$ cat src/rtl/pwmt_pkg.sv
`timescale 1ns/1ps
package pwmt_pkg;

  localparam int CTRL_W = 9;

  // Word indices decoded from byte address bits 3..2
  localparam logic [1:0] IDX_CNT  = 2'd0;
  localparam logic [1:0] IDX_HI   = 2'd1;
  localparam logic [1:0] IDX_LO   = 2'd2;
  localparam logic [1:0] IDX_CTRL = 2'd3;

  localparam int PEND_BIT = 6;

  // Control register, MSB first so that bit positions match the map
  typedef struct packed {
    logic capEn;    // 8
    logic cntClr;   // 7
    logic pend;     // 6
    logic irqEn;    // 5
    logic oneShot;  // 4
    logic outEn;    // 3
    logic negPol;   // 2
    logic extClk;   // 1
    logic run;      // 0
  } ctrlBits_t;

  // Strobes from control to datapath
  typedef struct packed {
    logic cntClr;
    logic cntWr;
    logic hiWr;
    logic loWr;
    logic step;
    logic wrap;
    logic capHi;
    logic capLo;
  } dpStrobe_t;

endpackage

$ cat src/rtl/pwmt_sync.sv
`timescale 1ns/1ps
module pwmt_sync #(
  parameter int W      = 2,
  parameter int STAGES = 2
) (
  input  logic         clk,
  input  logic         rst,
  input  logic [W-1:0] asyncIn,
  output logic [W-1:0] syncOut
);

  logic [STAGES-1:0][W-1:0] stage;

  always_ff @(posedge clk) begin
    if (rst) stage <= '0;
    else     stage <= {stage[STAGES-2:0], asyncIn};
  end

  assign syncOut = stage[STAGES-1];

endmodule

$ cat src/rtl/pwmt_datapath.sv
`timescale 1ns/1ps
module pwmt_datapath
  import pwmt_pkg::*;
#(
  parameter int DATA_W = 32
) (
  input  logic              clk,
  input  logic              rst,
  input  dpStrobe_t         strobes,
  input  logic [DATA_W-1:0] wrData,
  output logic [DATA_W-1:0] cntVal,
  output logic [DATA_W-1:0] hiVal,
  output logic [DATA_W-1:0] loVal,
  output logic              atLow,
  output logic              hitRef,
  output logic              pwmOut
);

  logic [DATA_W-1:0] cntQ, hiQ, loQ, stepVal;
  logic              pwmQ;

  assign atLow   = (cntQ == loQ);
  assign stepVal = (atLow && strobes.wrap) ? '0 : cntQ + 1'b1;
  assign hitRef  = strobes.step && !strobes.cntWr && ((stepVal == hiQ) || (stepVal == loQ));

  always_ff @(posedge clk) begin
    if (rst)                cntQ <= '0;
    else if (strobes.cntClr) cntQ <= '0;
    else if (strobes.cntWr)  cntQ <= wrData;
    else if (strobes.step)   cntQ <= stepVal;
  end

  always_ff @(posedge clk) begin
    if (rst)                hiQ <= '0;
    else if (strobes.hiWr)  hiQ <= wrData;
    else if (strobes.capHi) hiQ <= cntQ;
  end

  always_ff @(posedge clk) begin
    if (rst)                loQ <= '0;
    else if (strobes.loWr)  loQ <= wrData;
    else if (strobes.capLo) loQ <= cntQ;
  end

  // Low match has priority over high match
  always_ff @(posedge clk) begin
    if (rst)                 pwmQ <= 1'b0;
    else if (strobes.cntClr) pwmQ <= 1'b0;
    else if (cntQ == loQ)    pwmQ <= 1'b0;
    else if (cntQ == hiQ)    pwmQ <= 1'b1;
  end

  assign cntVal = cntQ;
  assign hiVal  = hiQ;
  assign loVal  = loQ;
  assign pwmOut = pwmQ;

endmodule

$ cat src/rtl/pwmt_ctrl.sv
`timescale 1ns/1ps
module pwmt_ctrl
  import pwmt_pkg::*;
#(
  parameter int DATA_W = 32,
  parameter int ADDR_W = 4
) (
  input  logic              clk,
  input  logic              rst,
  input  logic              wbCyc,
  input  logic              wbStb,
  input  logic              wbWe,
  input  logic [ADDR_W-1:2] wbAdr,
  input  logic [CTRL_W-1:0] wrBits,
  input  logic [3:0]        wbSel,
  output logic [DATA_W-1:0] wbDatOut,
  output logic              wbAck,
  output logic              wbErr,
  input  logic [DATA_W-1:0] cntVal,
  input  logic [DATA_W-1:0] hiVal,
  input  logic [DATA_W-1:0] loVal,
  input  logic              atLow,
  input  logic              hitRef,
  input  logic              extLevel,
  input  logic              captLevel,
  output ctrlBits_t         ctrlBits,
  output dpStrobe_t         strobes
);

  localparam int IDX_W = ADDR_W - 2;

  logic              req, access, wrAcc;
  logic [IDX_W-1:0]  idx;
  logic              selCnt, selHi, selLo, selCtrl;
  logic              ackQ, errQ;
  logic [DATA_W-1:0] rdMux, rdQ;
  ctrlBits_t         ctrlQ;
  logic              extPrev, captPrev;
  logic              extRise, extFall, captRise, captFall;
  logic              gateOpen, tick;

  // Bus handshake: one-cycle response to a freshly presented strobe
  assign req    = wbCyc && wbStb && !ackQ && !errQ;
  assign access = req && (wbSel == 4'hF);
  assign wrAcc  = access && wbWe;
  assign idx    = wbAdr;

  assign selCnt  = (idx == IDX_W'(IDX_CNT));
  assign selHi   = (idx == IDX_W'(IDX_HI));
  assign selLo   = (idx == IDX_W'(IDX_LO));
  assign selCtrl = (idx == IDX_W'(IDX_CTRL));

  always_comb begin
    rdMux = '0;
    if (selCnt)  rdMux = cntVal;
    if (selHi)   rdMux = hiVal;
    if (selLo)   rdMux = loVal;
    if (selCtrl) rdMux = {{(DATA_W-CTRL_W){1'b0}}, ctrlQ};
  end

  always_ff @(posedge clk) begin
    if (rst) begin
      ackQ <= 1'b0;
      errQ <= 1'b0;
      rdQ  <= '0;
    end else begin
      ackQ <= access;
      errQ <= req && (wbSel != 4'hF);
      if (access) rdQ <= rdMux;
    end
  end

  // Control register; pending bit is set by hardware, cleared by writing 1
  always_ff @(posedge clk) begin
    if (rst) begin
      ctrlQ <= '0;
    end else begin
      if (wrAcc && selCtrl) begin
        ctrlQ <= ctrlBits_t'(wrBits);
        ctrlQ.pend <= ctrlQ.pend && !wrBits[PEND_BIT];
      end
      if (hitRef && ctrlQ.irqEn) ctrlQ.pend <= 1'b1;
    end
  end

  // Edge detection on synchronised pins
  always_ff @(posedge clk) begin
    if (rst) begin
      extPrev  <= 1'b0;
      captPrev <= 1'b0;
    end else begin
      extPrev  <= extLevel;
      captPrev <= captLevel;
    end
  end

  assign extRise  = extLevel && !extPrev;
  assign extFall  = !extLevel && extPrev;
  assign captRise = captLevel && !captPrev;
  assign captFall = !captLevel && captPrev;

  // Count qualification
  assign gateOpen = ctrlQ.negPol ? extLevel : !extLevel;
  assign tick     = ctrlQ.extClk ? (ctrlQ.negPol ? extFall : extRise) : gateOpen;

  always_comb begin
    strobes        = '0;
    strobes.cntClr = ctrlQ.cntClr;
    strobes.cntWr  = wrAcc && selCnt;
    strobes.hiWr   = wrAcc && selHi;
    strobes.loWr   = wrAcc && selLo;
    strobes.step   = ctrlQ.run && !ctrlQ.cntClr && !(ctrlQ.oneShot && atLow) && tick;
    strobes.wrap   = !ctrlQ.oneShot;
    strobes.capHi  = ctrlQ.capEn && captRise;
    strobes.capLo  = ctrlQ.capEn && captFall;
  end

  assign ctrlBits = ctrlQ;
  assign wbAck    = ackQ;
  assign wbErr    = errQ;
  assign wbDatOut = rdQ;

endmodule

$ cat src/rtl/pwm_timer.sv
`timescale 1ns/1ps
module pwm_timer
  import pwmt_pkg::*;
#(
  parameter int DATA_W    = 32,
  parameter int ADDR_W    = 4,
  parameter int SYNC_DEPTH = 2
) (
  input  logic              clk,
  input  logic              rst,
  input  logic              wbCyc,
  input  logic              wbStb,
  input  logic              wbWe,
  input  logic [ADDR_W-1:2] wbAdr,
  input  logic [DATA_W-1:0] wbDatIn,
  input  logic [3:0]        wbSel,
  output logic [DATA_W-1:0] wbDatOut,
  output logic              wbAck,
  output logic              wbErr,
  output logic              wbRty,
  output logic              irq,
  input  logic              extClkGate,
  input  logic              captIn,
  output logic              pwmOut,
  output logic              pwmOen
);

  logic [1:0]        syncLevel;
  logic [DATA_W-1:0] cntVal, hiVal, loVal;
  logic              atLow, hitRef;
  ctrlBits_t         ctrlBits;
  dpStrobe_t         strobes;

  pwmt_sync #(.W(2), .STAGES(SYNC_DEPTH)) uSync (
    .clk     (clk),
    .rst     (rst),
    .asyncIn ({captIn, extClkGate}),
    .syncOut (syncLevel)
  );

  pwmt_ctrl #(.DATA_W(DATA_W), .ADDR_W(ADDR_W)) uCtrl (
    .clk       (clk),
    .rst       (rst),
    .wbCyc     (wbCyc),
    .wbStb     (wbStb),
    .wbWe      (wbWe),
    .wbAdr     (wbAdr),
    .wrBits    (wbDatIn[CTRL_W-1:0]),
    .wbSel     (wbSel),
    .wbDatOut  (wbDatOut),
    .wbAck     (wbAck),
    .wbErr     (wbErr),
    .cntVal    (cntVal),
    .hiVal     (hiVal),
    .loVal     (loVal),
    .atLow     (atLow),
    .hitRef    (hitRef),
    .extLevel  (syncLevel[0]),
    .captLevel (syncLevel[1]),
    .ctrlBits  (ctrlBits),
    .strobes   (strobes)
  );

  pwmt_datapath #(.DATA_W(DATA_W)) uDp (
    .clk     (clk),
    .rst     (rst),
    .strobes (strobes),
    .wrData  (wbDatIn),
    .cntVal  (cntVal),
    .hiVal   (hiVal),
    .loVal   (loVal),
    .atLow   (atLow),
    .hitRef  (hitRef),
    .pwmOut  (pwmOut)
  );

  assign irq    = ctrlBits.pend && ctrlBits.irqEn;
  assign pwmOen = !ctrlBits.outEn;
  assign wbRty  = 1'b0;

endmodule

$ cat config.mk
export PLATFORM = sky130hd
export DESIGN_NAME = pwm_timer
export DESIGN_NICKNAME = d
export VERILOG_FILES = /design/src/rtl/pwmt_pkg.sv /design/src/rtl/pwmt_sync.sv /design/src/rtl/pwmt_datapath.sv /design/src/rtl/pwmt_ctrl.sv /design/src/rtl/pwm_timer.sv
export SDC_FILE = /design/constraint.sdc
export NUM_CORES = 1
export LEC_CHECK = 0
export CAP_MARGIN = 10
export CORE_UTILIZATION = 59
export DETAILED_ROUTE_END_ITERATION = 10
export PLACE_DENSITY = 0.82
export SYNTH_ARGS = -nofsm -noshare
export SYNTH_HDL_FRONTEND = slang
export SYNTH_SLANG_ARGS = --single-unit
export TNS_END_PERCENT = 30
$ cat constraint.sdc
create_clock -name clk -period 3.15 [get_ports clk]
set_input_delay 0.4725 -clock clk [delete_from_list [all_inputs] [get_ports clk]]
set_output_delay 0.4725 -clock clk [all_outputs]
set_load 0.01 [all_outputs]
# Word-level counts from Yosys, hierarchy flattened
# Cells that the tools add are included.
# op_classes
bitwise_logic,0
muxes,16
n_lt_le_gt_ge,0
eq_ne,9
add_sub_neg,1
n_reduce_logical,46
n_div,0
shifts,0
mul,0
# op_table
operator,count
32-bit 2-to-1 mux,11
32-bit equality test,4
"32-bit by 1-bit adder with 32-bit output, second input constant",1
1-bit logical AND,26
1-bit logical NOT,12
2-bit nonzero test,4
7-bit 2-to-1 mux,1
"2-bit equality test, second input constant",2
"4-bit equality test, second input constant",1
1-bit 2-to-1 mux,4
"4-bit inequality test, second input constant",1
3-bit OR reduction,1
"2-bit by 1-bit equality test with 1-bit output, second input constant",1
2-bit logical NOT,1
2-bit OR reduction,1
1-bit logical OR,1
# totals
latch_bits,0
output_inout_bits,38
ff_bits,146
romBits,0
ram_bits,0
elab_cells,92
n_memories,0
in_bits,45

# Depth between registers and ports, before layout
# Gate-level depths: netlist of the first run.
# depth
word_depth,11
mapped_depth,12
depth_no_buf,10

# Hierarchy
# A second synthesis of the first run with hierarchy kept.
# unflattened
cells_unflattened,1260
hier_area_um2,10042.1
# by_module_without_submodules
mod,seq_area_each_um2,area_per_inst_um2,n_inst,cells_per_inst
pwmt_datapath,1941.9,7285.7,1,966
pwmt_ctrl,900.9,2615.0,1,280
pwmt_sync,80.1,120.1,1,10
pwm_timer,0.0,21.3,1,4

# Worst setup path before layout of the first run
# OpenSTA, ideal clock, no wires.
# synth_path
path_kind,register to register
startpoint,reg uDp.cntQ[18] (netlist: uDp.cntVal[18])
endpoint,reg uCtrl.ctrlQ (netlist bit uCtrl.ctrlBits[6])
stages_incl_launch_ff,12
setup_ns,0.059
required_time_ns,3.091
setup_slack_ns,0.465
synth_period_minus_slack_ns,2.685
arrival_time_ns,2.626
n_path_buf,2
cell_sequence,dfxtp_1 buf_6 nand4_2 or3_1 buf_6 o31a_1 or2_1 o32a_1 o32ai_1 nand4_1 o41ai_2 a31o_1
# synth_via
elab_chain_cells,9
elab_cells_between_ends,16
classes_between,1 x add/sub; 3 x eq/ne; 2 x mux; 10 x reduce/logical
# synth_rtl
item,line_no,source
from (decl),pwmt_datapath.sv:19,"logic [DATA_W-1:0] cntQ, hiQ, loQ, stepVal;"
from (signal assigned),pwmt_datapath.sv:29,else if (strobes.cntWr) cntQ <= wrData;
from (signal assigned),pwmt_datapath.sv:30,else if (strobes.step) cntQ <= stepVal;
branches (longest 6 deep; another with 32-bit by 1-bit adder with 32-bit output),-,
1-bit logical AND *,pwmt_datapath.sv:24,assign hitRef = strobes.step && !strobes.cntWr && ((stepVal == hiQ) || (stepVal == loQ));
1-bit logical AND *,pwmt_ctrl.sv:82,if (hitRef && ctrlQ.irqEn) ctrlQ.pend <= 1'b1;
1-bit 2-to-1 mux / 2-bit nonzero test (equally long branches),-,
to (signal assigned),pwmt_ctrl.sv:79,ctrlQ <= ctrlBits_t'(wrBits);
to (decl),pwmt_ctrl.sv:37,ctrlBits_t ctrlQ;
# Every way passes the cells marked *.
# A chain may end at the register's enable or synchronous reset.

# Worst setup path after layout of the first run
# layout_path
startpoint,reg uDp.loQ[3] (netlist: uDp.loVal[3])
endpoint,reg uCtrl.ctrlQ (netlist bit uCtrl.ctrlBits[6])
# layout_via
elab_chain_cells,9
elab_cells_between_ends,15
classes_between,3 x eq/ne; 2 x mux; 10 x reduce/logical
# layout_rtl
item,line_no,source
from (decl),pwmt_datapath.sv:19,
from (signal assigned),pwmt_datapath.sv:41,else if (strobes.loWr) loQ <= wrData;
from (signal assigned),pwmt_datapath.sv:42,else if (strobes.capLo) loQ <= cntQ;
branches (longest 6 deep; another with 32-bit equality test),-,
1-bit logical AND *,pwmt_datapath.sv:24,
1-bit logical AND *,pwmt_ctrl.sv:82,
1-bit 2-to-1 mux / 2-bit nonzero test (equally long branches),-,
# Marks and branches as above.

==> results_dict.tcl, run 1 <==
set metrics [dict create \
    outcome "complete, no violations" \
    syn-cell-area_mm2 0.0100 \
    ys_types 79 \
    crit_top_cell "buf_4" \
    r2r_start "uDp.loVal[3]" \
    dpl_cell_area_mm2 0.0121 \
    ys.flop_type "dfxtp_1" \
    design_area_mm2 0.0132 \
    synth_area_leader_cell "dfxtp_1" \
    path_cells "xor2_1, nor4_1, buf_4, nand4_1, buf_4, nor2_2, buf_4, buf_4, a2111o_1, a32oi_1, nand4_1, o41ai_2, a31o_1" \
    start_util_pct 60.5 \
    cap_violations 0 \
    fin_cells 1682 \
    rows 47 \
    ios 83 \
    grt_start_max_net_pins 65 \
    synth_top_area_share_pct 29.1 \
    skew_ns 0.0115 \
    crit_type "flop to flop" \
    hold_class "flop to flop" \
    seq_area_mm2 0.00294 \
    cts_buffer_depth 2 \
    drc_errors 0 \
    die-area_mm2 0.0175 \
    cpPeakStageDelay_ns 0.42 \
    cts.sinks 146 \
    vias_per_cell 7.11 \
    max_freq_mhz 322 \
    area_growth_pct 31.2 \
    synthArstFlopShare_pct 0 \
    r2r_cells 13 \
    finalSetupViolCount 0 \
    wirelength_mm 45.7 \
    synth-seq-cells 146 \
    layout_common_cells "nor2_1, buf_4, dfxtp_1" \
    die_x_um 132 \
    avgSynthCellArea_um2 7.91 \
    synth.area.top_cells "dfxtp_1, mux2i_1, a211oi_1" \
    die_y_um 132 \
    min_to "uCtrl.wbDatOut[6]" \
    multi_input_area_mm2 0.00680 \
    cp.required_ns 3.53 \
    firstDrtPassIters 6 \
    clk_latency_ns 0.44 \
    path_max_fanout 6 \
    coreArea_mm2 0.0166 \
    finish.utilization_pct 79.4 \
    power.total_mw 4.45 \
    fin_crit_ns 3.10 \
    yosysSeqAreaShare_pct 29.1 \
    nets 1495 \
    place_inst 1640 \
    ys_warn_count 0 \
    cp_num_buf_inv 4 \
    cts.clk_slew.worst_paths_ns 0.07 \
    syn_inst 1268 \
    dp.final_hpwl_mm 31.7 \
    slowest_stage "a2111o_1" \
    crit_family "compound AO/OA/AOI/OAI gates" \
    n_antenna_cell 0 \
    grt.overflow.total 0 \
    leakage_nw 5.60 \
    slew_violations 0 \
    relSlewSlack_pct 48.4 \
    wl_per_cell_um 27.2 \
    synth_edf_count 0 \
    powerDensity_mw_per_mm2 338 \
    drtAntennaViolNets 0 \
    holdPathStages 2 \
    hold_path_startpoint "uCtrl.wbDatOut[6]" \
    vdd_drop_max_uv 402 \
    cts_hold_buf 0 \
    post-route-period-util_pct 98.5 \
    reg2reg_to "uCtrl.ctrlBits[6]" \
    layout_commonest_cell "nor2_1" \
    first_global_vias 11100 \
    grtUsageTotal_pct 50.9 \
    fillCellCount 1036 \
    grt_pass1_wl_mm 66.8 \
    place_congestion 1.07 \
    cp-end-kind "flop" \
    layout_setup_ws_ns 0.0478 \
    drive_gt1_share_pct 22.2 \
    dr_total_vias 12000 \
    syn_nets 1314 \
    r2r_setup_slack_ns 0.05 \
    tightest_slew_ns 0.768 \
    htree_levels 4 \
    hold_viol_final 0 \
    cts_root_buffer "clkbuf_16" \
    pre_cts_ws_ns -0.130 \
    cts_tree "done" \
    portBuffers 81 \
    drtIter0Drc 2144 \
    cts_buffers 17 \
    antenna_found_initial 1 \
    cp_data_arrival_time_ns 3.48 \
    critPathLaunchType "flop" \
]
==> power breakdown <==
group	internal [mW]	switching (mW)	leakage (nW)
Combinational	0.167	0.231	4.11
Clock	1.26	0.922	0.299
Sequential	1.86	0.00961	1.18
Total	3.29	1.16	5.60
==> how the worst max path moves through the flow <==
stage	end	startpoint	cells after the start	slack [ns]
floorplan	uCtrl.ctrlBits[6]	uDp.cntVal[18]	11	0.47
global placement	uCtrl.ctrlBits[6]	uDp.cntVal[31]	13	-0.20
detailed placement	uCtrl.ctrlBits[6]	uDp.cntVal[31]	13	-0.13
CTS	uCtrl.ctrlBits[6]	uDp.cntVal[5]	12	0.003
global route	uCtrl.ctrlBits[6]	uDp.cntVal[0]	13	-0.07
finish	uCtrl.ctrlBits[6]	uDp.loVal[3]	13	0.05
==> state kept, by name, summed over array words and instances (netlist names) <==
signal	flops
uSync.stage	2
uCtrl.wbDatOut	32
uDp.hiVal	32
uDp.cntVal	32
uDp.pwmOut	1
uCtrl.wbErr	1
uCtrl.wbAck	1
uCtrl.captPrev	1
uCtrl.extPrev	1
uSync.syncOut	2
uCtrl.ctrlBits	9
uDp.loVal	32
==> cell type report <==
| type | instances | share of cell area, % |
|---|---|---|
| clock buffers | 19 | 3.29 |
| repair buffers | 292 | 18.9 |
| clock inverters | 13 | 1.31 |
| flip-flops and latches | 146 | 22.3 |
| multi-input cells | 976 | 51.7 |
| inverters | 16 | 0.456 |
| well taps | 220 | 2.09 |
==> synthesized netlist by cell type (3+ instances only) <==
master,count
a2111oi_0,3
a211oi_1,105
a21o_1,3
a21oi_1,55
a221oi_1,13
a22oi_1,5
a31oi_1,7
and2_1,11
and3_1,13
and4_1,8
buf_1,13
buf_2,21
buf_4,4
clkbuf_1,88
dfxtp_1,146
inv_1,15
mux2i_1,90
mux4_2,9
nand2_1,46
nand2b_1,6
nand3_1,26
nand3b_1,7
nand4_1,24
nor2_1,202
nor2b_1,11
nor3_1,66
nor3b_1,4
nor4_1,28
o2111ai_1,3
o211ai_1,3
o21ai_0,33
o221ai_1,3
o22ai_1,6
o31a_1,3
o31ai_1,3
o32a_1,7
o32ai_1,7
or2_2,7
or3_1,11
or4_1,3
xnor2_1,44
xor2_1,53
==> cell families after synthesis <==
kind of cell | Yosys count | share of synthesized area [%]
XOR/XNOR | 100 | 9.15
multiplexers | 100 | 11.1
other | 1 | 0.0374
buffers and inverters | 146 | 6.05
flip-flops | 146 | 29.1
AND/OR/NAND/NOR | 488 | 24.3
AO/OA/AOI/OAI | 286 | 20.2
adder cells (fa/ha/maj) | 1 | 0.125
==> through the flow <==
step                TNS [ns]  hold WS [ns]
floorplan                  0         0.414
global placement      -0.196         0.422
detailed placement    -0.130         0.442
CTS                        0         0.455
global route          -0.126         0.466
finish                     0         0.455
==> tightest hold or removal path, stage by stage (launching register included) <==
cell and delay, ns:
dfxtp_1 0.31, nand2_1 0.05, a21oi_1 0.05
==> what timing repair did <==
action                     CTS  global route
setup endpoints to repair    1             2
pin swaps                    1            22
resized for setup            6            69
setup buffers                0            10
==> routing by layer <==
| layer | track usage (%) | vias to the layer above | part of all wire [%] |
|---|---|---|---|
| met5 | 0 | - | 0 |
| met4 | 30.2 | 0 | 7.0 |
| met3 | 15.9 | 312 | 14 |
| met2 | 76.9 | 1160 | 42 |
| met1 | 63.6 | 5490 | 36 |
| li1 | - | 5002 | - |
Note: power is estimated with default switching activity, not from simulation.
==> run 2: changes to the inputs <==
--- a/config.mk
+++ b/config.mk
@@ -5,6 +5,7 @@
 export SDC_FILE = /design/constraint.sdc
 export NUM_CORES = 1
 export LEC_CHECK = 0
+export ABC_CLOCK_PERIOD_IN_PS = 3150
 export CAP_MARGIN = 10
 export CORE_UTILIZATION = 59
 export DETAILED_ROUTE_END_ITERATION = 10
==> results of run 2 <==
Final layout, timing and power as in run 1 (identical DEF).
==> run 3: changes to the inputs <==
--- a/config.mk
+++ b/config.mk
@@ -9,7 +9,7 @@
 export CAP_MARGIN = 10
 export CORE_UTILIZATION = 59
 export DETAILED_ROUTE_END_ITERATION = 10
-export PLACE_DENSITY = 0.82
+export PLACE_DENSITY = 0.81
 export SYNTH_ARGS = -nofsm -noshare
 export SYNTH_HDL_FRONTEND = slang
 export SYNTH_SLANG_ARGS = --single-unit
==> run 3 against run 2 <==
Effect of this change: flip-flop and latch count is the same; combinational power shrank 1%; fmax grew 1.6%; total power shrank 0.51%; clock-buffer cell count shrank 2; clock power is essentially flat; register-to-register slack gained 0.05 ns; worst hold slack lost 0.0028 ns; critical endpoint unchanged.
==> results_dict.tcl, run 3 (synthesized netlist as in run 1, its figures left out) <==
set metrics [dict create \
    grt_use_met3_pct 13.8 \
    reg2reg_to "uCtrl.ctrlBits[6]" \
    crit_top_cell "nand4_1" \
    cp_data_arrival_time_ns 3.45 \
    hold_path_startpoint "uSync.stage[0]" \
    powerDensity_mw_per_mm2 346 \
    path_max_fanout 7 \
    cts.clk_slew.worst_paths_ns 0.07 \
    cap_violations 0 \
    post-route-period-util_pct 97.0 \
    cts_buffer_depth 2 \
    p_sw_mw 1.19 \
    ios 83 \
    whs_ns 0.452 \
    skew_ns 0.0105 \
    clock_power_share_pct 49.0 \
    r2r_start "uDp.cntVal[0]" \
    wl_per_cell_um 25.6 \
    grt.met1_usage_pct 61.3 \
    portBuffers 81 \
    cp.required_ns 3.54 \
    outcome "complete, no violations" \
    pre_cts_ws_ns -0.129 \
    area_growth_pct 27.4 \
    cts_root_buffer "clkbuf_16" \
    place_congestion 1.12 \
    top_usage_layer "met2" \
    cts.sinks 146 \
    cts_tree "done" \
    die-area_mm2 0.0175 \
    dr_total_vias 11500 \
    grt_start_max_net_pins 75 \
    p_int_mw 3.23 \
    slowest_stage "or3_1" \
    grt.overflow.total 0 \
    die_x_um 132 \
    dp.final_hpwl_mm 30.6 \
    drtAntennaViolNets 0 \
    coreArea_mm2 0.0166 \
    min_to "uSync.syncOut[0]" \
    finalSetupViolCount 0 \
    wirelength_mm 42.4 \
    r2r_cells 11 \
    cpPeakStageDelay_ns 0.38 \
    holdPathStages 1 \
    layout_commonest_cell "nor2_1" \
    dpl_cell_area_mm2 0.0120 \
    drc_errors 0 \
    fin_crit_ns 3.05 \
    tightest_slew_ns 0.953 \
    hold_viol_final 0 \
    layout_setup_ws_ns 0.0959 \
    grt_pass1_wl_mm 64.4 \
    firstDrtPassIters 6 \
    grtUsageTotal_pct 48.6 \
    antenna_found_initial 0 \
    p_comb_share_pct 8.9 \
    htree_levels 4 \
    tns_ns 0 \
    max_freq_mhz 327 \
    slew_violations 0 \
    vdd_drop_max_uv 402 \
    cp-startpoint "uDp.cntVal[0]" \
    leakage_nw 5.41 \
    design_area_mm2 0.0128 \
    swShare_pct 26.9 \
    cts_buffers 17 \
    r2r_setup_slack_ns 0.1 \
    relSlewSlack_pct 36.5 \
    path_cells "ha_2, nand3_1, buf_4, or3_1, and2_1, a221oi_1, nand4_1, nor4_1, nand4_1, nor4_2, a31o_1" \
    vias_per_cell 6.94 \
    clk_latency_ns 0.45 \
    rows 47 \
    drtIter0Drc 1900 \
    use_met2_pct 74.0 \
    critPathLaunchType "flop" \
    crit_family "simple AND/OR/NAND/NOR gates" \
    layout_common_cells "nor2_1, buf_4, dfxtp_1" \
    seqPwrFrac_pct 42.1 \
    n_antenna_cell 0 \
    nets 1467 \
    hold_class "flop to flop" \
    start_util_pct 60.5 \
    die_y_um 132 \
    cp-end-kind "flop" \
    cp_num_buf_inv 1 \
    finish.utilization_pct 77.1 \
    drive_gt1_share_pct 19.5 \
    crit_type "flop to flop" \
    first_global_vias 10900 \
]
## run 3: worst register-to-register path, delay by kind of cell, from the launching register on
family / cells / cell delay, ns
adders and majority gates: 1 / 0.23
buffers and inverters: 1 / 0.19
DFF: 1 / 0.34
AOI/OAI and AO/OA: 2 / 0.53
and+or+nand+nor: 7 / 1.72
## run 3: layout make-up
cell class,count,area (um2)
multi-input cells,976,6670
fillers,1185,3800
flip-flops and latches,146,2940
repair buffers,264,2230
clock buffers,17,425
well taps,220,275
clock inverters,15,186
inverters,16,60.1
## run 3: what timing repair did
| action | CTS | global route |
|---|---|---|
| hold buffers | 0 | 0 |
| pin swaps | 3 | 10 |
| gates resized for setup | 6 | 37 |
| setup endpoints to repair | 1 | 1 |
| setup buffers | 2 | 4 |
## run 3: routing by layer
layer  part of all wire [%]  up-vias
met4                    6.7        0
met1                     37     5351
li1                       -     4941
met2                     43      953
met3                     13      229
met5                      0        -
## run 3: through the flow
| stage | instances | total power [mW] |
|---|---|---|
| 5_1_grt | 1654 | 4.50 |
| 4_1_cts | 1650 | 4.38 |
| 6_report | 1654 | 4.43 |
| 3_5_place_dp | 1616 | 2.27 |
| 3_3_place_gp | 1616 | 2.26 |
| 2_1_floorplan | 1268 | 2.06 |
## run 3: worst max-delay path by stage
stage | end | slack (ns) | depth (start not counted)
floorplan | uCtrl.ctrlBits[6] | 0.47 | 11
global placement | uCtrl.ctrlBits[6] | -0.21 | 12
detailed placement | uCtrl.ctrlBits[6] | -0.13 | 12
CTS | uCtrl.ctrlBits[6] | 0.006 | 11
global route | uCtrl.ctrlBits[6] | -0.08 | 11
finish | uCtrl.ctrlBits[6] | 0.1 | 11
## run 3: power groups by stage
stage | Combinational, mW | Clock [mW] | Sequential, mW
after floorplan | 0.157 | 0 | 1.91
after global placement | 0.355 | 0 | 1.91
after detailed placement | 0.360 | 0 | 1.91
after CTS | 0.365 | 2.15 | 1.87
after global routing | 0.402 | 2.24 | 1.86
final | 0.393 | 2.17 | 1.86
